<file path="src/rtl/zd_pkg.sv">
package zd_pkg;
  typedef struct packed {
    logic advance;  // strobed frame with both channels zero
    logic restart;  // strobed frame with a nonzero channel
  } zdStrobe_t;
endpackage

</file>
<file path="src/rtl/zd_datapath.sv">
module zd_datapath
  import zd_pkg::*;
#(
  parameter int SAMPLE_W = 24,
  parameter int RUN_LEN  = 8192
) (
  input  logic                       clk,
  input  logic                       rst,
  input  logic signed [SAMPLE_W-1:0] leftSample,
  input  logic signed [SAMPLE_W-1:0] rightSample,
  input  zdStrobe_t                  strobes,
  output logic                       bothZero,
  output logic                       nearFull
);
  localparam int NUM_CH = 2;
  localparam int CNT_W  = $clog2(RUN_LEN + 1);
  localparam logic [CNT_W-1:0] RUN_MAX  = CNT_W'(RUN_LEN);
  localparam logic [CNT_W-1:0] RUN_LAST = CNT_W'(RUN_LEN - 1);

  logic [SAMPLE_W-1:0] chanData [NUM_CH];
  logic [NUM_CH-1:0]   chanZero;
  logic [CNT_W-1:0]    runCount;

  assign chanData[0] = leftSample;
  assign chanData[1] = rightSample;

  for (genvar ch = 0; ch < NUM_CH; ch++) begin : g_chan
    assign chanZero[ch] = (chanData[ch] == '0);
  end

  assign bothZero = &chanZero;
  assign nearFull = (runCount >= RUN_LAST);

  always_ff @(posedge clk) begin
    if (rst) begin
      runCount <= '0;
    end else if (strobes.restart) begin
      runCount <= '0;
    end else if (strobes.advance && (runCount != RUN_MAX)) begin
      runCount <= runCount + 1'b1;
    end
  end

  // a nonzero frame empties the run count
  a_r5_restart_clears: assert property (@(posedge clk) disable iff (rst)
    strobes.restart |=> (runCount == '0));

  // once at the limit, further zero frames keep the count there
  a_r6_count_saturates: assert property (@(posedge clk) disable iff (rst)
    (strobes.advance && runCount == RUN_MAX) |=> (runCount == RUN_MAX));

  // count is untouched on cycles without a strobe
  a_r1_count_idle: assert property (@(posedge clk) disable iff (rst)
    !(strobes.advance || strobes.restart) |=> $stable(runCount));
endmodule

</file>
<file path="src/rtl/zd_control.sv">
module zd_control
  import zd_pkg::*;
(
  input  logic      clk,
  input  logic      rst,
  input  logic      frameStrobe,
  input  logic      bothZero,
  input  logic      nearFull,
  output zdStrobe_t strobes,
  output logic      zeroFlag
);
  always_comb begin
    strobes.advance = frameStrobe && bothZero;
    strobes.restart = frameStrobe && !bothZero;
  end

  always_ff @(posedge clk) begin
    if (rst) begin
      zeroFlag <= 1'b0;
    end else if (strobes.restart) begin
      zeroFlag <= 1'b0;
    end else if (strobes.advance && nearFull) begin
      zeroFlag <= 1'b1;
    end
  end

  // flag holds on cycles without a frame strobe
  a_r1_hold_between_frames: assert property (@(posedge clk) disable iff (rst)
    !frameStrobe |=> $stable(zeroFlag));

  // a strobed nonzero frame drops the flag at that edge
  a_r4_nonzero_clears: assert property (@(posedge clk) disable iff (rst)
    (frameStrobe && !bothZero) |=> !zeroFlag);

  // the flag only rises on a zero frame that completes the run
  a_r2_rise_on_full_run: assert property (@(posedge clk) disable iff (rst)
    $rose(zeroFlag) |-> $past(frameStrobe && bothZero && nearFull));
endmodule

</file>
<file path="src/rtl/stereo_zero_detect.sv">
module stereo_zero_detect
  import zd_pkg::*;
#(
  parameter int SAMPLE_W = 24,
  parameter int RUN_LEN  = 8192
) (
  input  logic                       clk,
  input  logic                       rst,
  input  logic                       frameStrobe,
  input  logic signed [SAMPLE_W-1:0] leftSample,
  input  logic signed [SAMPLE_W-1:0] rightSample,
  output logic                       zeroFlag
);
  zdStrobe_t strobes;
  logic      bothZero;
  logic      nearFull;

  zd_datapath #(.SAMPLE_W(SAMPLE_W), .RUN_LEN(RUN_LEN)) u_datapath (
    .clk        (clk),
    .rst        (rst),
    .leftSample (leftSample),
    .rightSample(rightSample),
    .strobes    (strobes),
    .bothZero   (bothZero),
    .nearFull   (nearFull)
  );

  zd_control u_control (
    .clk        (clk),
    .rst        (rst),
    .frameStrobe(frameStrobe),
    .bothZero   (bothZero),
    .nearFull   (nearFull),
    .strobes    (strobes),
    .zeroFlag   (zeroFlag)
  );
endmodule

</file>
<file path="config.mk">
export PLATFORM = sky130hd
export DESIGN_NAME = stereo_zero_detect
export DESIGN_NICKNAME = d
export VERILOG_FILES = /design/src/rtl/zd_pkg.sv /design/src/rtl/zd_datapath.sv /design/src/rtl/zd_control.sv /design/src/rtl/stereo_zero_detect.sv
export SDC_FILE = /design/constraint.sdc
export NUM_CORES = 1
export LEC_CHECK = 0
export BUFFER_PORTS_ARGS = -buffer_cell sky130_fd_sc_hd__buf_2
export CAP_MARGIN = 20
export CELL_PAD_IN_SITES_DETAIL_PLACEMENT = 0
export CELL_PAD_IN_SITES_GLOBAL_PLACEMENT = 1
export CORE_ASPECT_RATIO = 1.1
export CORE_MARGIN = 2
export CORE_UTILIZATION = 31
export CTS_BUF_LIST = sky130_fd_sc_hd__clkbuf_8 sky130_fd_sc_hd__clkbuf_16
export CTS_CLUSTER_DIAMETER = 150
export DETAILED_ROUTE_END_ITERATION = 8
export MAX_ROUTING_LAYER = met4
export PLACE_DENSITY_LB_ADDON = 0.12
export SYNTH_ARGS = -nofsm -noshare
export SYNTH_HDL_FRONTEND = slang
export SYNTH_SLANG_ARGS = --single-unit
</file>
<file path="constraint.sdc">
create_clock -name clk -period 2.35 [get_ports clk]
set_clock_uncertainty 0.05 [all_clocks]
set_input_delay 0.1175 -clock clk [delete_from_list [all_inputs] [get_ports clk]]
set_output_delay 0.1175 -clock clk [all_outputs]
set_load 0.03 [all_outputs]
</file>
==> results.toml <==
[placement]
hpwl_mm = 1.87
portBuffers = 51
gp_congestion = 0.777

[power_and_ir_drop]
peakVddDrop_uv = 207
leakagePower_nw = 0.558
cellPowerDensity_nw_per_um2 = 421
power.total_w = 0.000507

[floorplanning]
rows = 20
core_area_um2 = 2730
die-width_um = 54.8
pin_count = 52
die_y_um = 59.9
start_util_pct = 32.2
die_area_um2 = 3280

[timing]
tightestPinTransition_ns = 0.473
post-route-min-period_ns = 1.66
slew_headroom_pct = 68.4
totalNegativeSetupSlack_ns = 0
rsz0062_at_grt = "false"
final-max-slew-violation-count = 0
setup_viol = 0
fin_crit_sh_pct = 70.8
fmax_mhz = 601
hold_violations = 0

[critical_path]
arrival_ns = 1.73
cp.required_ns = 2.42
path_class = "in2reg"
worst_setup_path_start_kind = "input pin"
crit_path_max_fanout = 9
cp-end-kind = "flop"

[drt]
wl_per_cell_um = 11.7
drt-total-wl_mm = 2.28
drt-initial-drc-count = 10
postRouteAntennaNets = 0
dr.pass1.iters = 4
vias_per_cell = 5.10
num_vias = 990
drc = 0

[synthesis]
synth_edf_count = 0
synth_most_common_cell = "nor2_1"
synthesis.area_per_instance_um2 = 8.14
yosys-top-cells-count = "19 x nor2_1, 15 x dfxtp_1, 12 x xor2_1, 11 x nor4_1, 9 x nand4_1"
synthTopCellsByArea = "dfxtp_1 34%, xor2_1 12%, nor2_1 8.1%"
ys_seq_area_share_pct = 34.1
ys_seq_elements = 15
netlist.area_leader.share_pct = 34.1
ys.flop_type = "dfxtp_1"
async_flop_share_pct = 0
synthCells = 108
synth_warnings = 0
syn-cell-area_um2 = 880
synth_area_leader_cell = "dfxtp_1"
syn_nets = 161
yosysUniqueCellTypes = 22

[clock_network]
cts_tree = "yes"
cts_setup_buffers = 0
clock-root-buffer = "clkbuf_8"
clock_latency_ns = 0.25
post_cts_resized = 0
htreeDepth = 1
clock-sinks = 15
cts.clk_slew.worst_paths_ns = 0.06
postCtsHoldBufs = 0
clockBufferDepth = 2
numCtsBuffers = 3

[global_route]
grt_pass1_wl_mm = 3.95
grt_usage_pct = 16.9
grt_max_degree = 16
grt_pass1_vias = 984
gr-total-overflow = 0
antenna_found_initial = 0

[cells_and_area]
nNetsFinal = 215
fill_cells = 290
area_growth_pct = 36.8
drive_above_1_share_pct = 36.0
insertedDiodeCount = 0

[job]
drv_cap = 0

[outcome]
outcome = "completed"

[worst_hold_path]
min_path_type = "in2reg"
placed cells by master (no fill, tap or decap):
cell      synthesis  final
nand4_1           9      9
mux2i_1           1      1
xor2_1           12     12
buf_4             1      2
or4_1             2      2
nor3_1            2      2
ha_1              2      2
clkbuf_8          0      3
nand4_2           1      1
inv_1             3      4
nand3_1           7      7
a21o_1            2      2
nor2_1           19     19
nor3_2            1      1
and3_1            8      8
nand2_1           5      5
a31oi_1           1      1
nor4_1           11     11
xnor2_1           1      1
buf_2             2     51
dfxtp_1          15     15
and4_1            2      2
final cells by class:
class | count | area (um2) | area share (%)
clock buffers | 3 | 41.3 | 3.43
clock inverters | 1 | 3.75 | 0.312
inverters | 3 | 11.3 | 0.936
multi-input cells | 86 | 536 | 44.5
flip-flops and latches | 15 | 300 | 24.9
well taps | 33 | 41.3 | 3.43
repair buffers | 53 | 270 | 22.5
registers in the layout, summed over array words and instances, names as in the netlist:
register	flops
u_control.zeroFlag	1
u_datapath.runCount	14
routing by layer:
layer	vias to the layer above	share of wire, %	track usage, %
met5	-	0	-
met3	5	3.0	2.25
met4	0	2.2	8.93
li1	498	-	-
met2	14	53	28.4
met1	473	42	19.0
stage by stage:
stage	area, um2	hold WS [ns]	worst slack [ns]	util [%]	std cells
after floorplan	880	0.303	0.744	-	108
after CTS	1200	0.411	0.686	44.1	194
final	1200	0.400	0.687	44.1	194
after global routing	1200	0.448	0.559	44.1	194
after detailed placement	1160	0.411	0.429	42.5	190
after global placement	1160	0.414	0.468	42.5	190
critical path: stages:
cell,delay (ns)
buf_2,0.09
or4_1,0.51
nor2_1,0.15
and4_1,0.34
buf_4,0.21
nand4_1,0.12
xor2_1,0.15
nor2_1,0.05
report_power, final:
part           internal (W)  leakage [nW]             switching (W)
Sequential         0.000254         0.121  0.0000000000000000000290
Combinational     0.0000317         0.410                 0.0000162
Clock              0.000116        0.0269                 0.0000891
Total              0.000402         0.558                  0.000105
kinds of logic (layout without fill, tap and decap cells):
family	after synthesis	after routing	share of synthesized area (%)
and+or+nand+nor	67	67	41.5
DFF	15	15	34.1
buffers and inverters	7	60	4.98
AOI/OAI and AO/OA	3	3	2.42
adders and majority gates	2	2	2.84
xor gates and xnor gates	13	13	12.9
muxes	1	1	1.14
final timing paths:
| path | endpoint | slack [ns] | cells past startpoint | start |
|---|---|---|---|---|
| setup / recovery | u_datapath.runCount[6] | 0.69 | 8 | leftSample[5] |
| hold / removal | u_datapath.runCount[9] | 0.40 | 3 | rst |
| setup reg to reg | u_datapath.runCount[13] | 0.73 | 6 | u_datapath.runCount[5] |
| hold reg to reg | u_control.zeroFlag | 0.42 | 2 | u_control.zeroFlag |
Note: power is estimated with default switching activity, not from simulation.
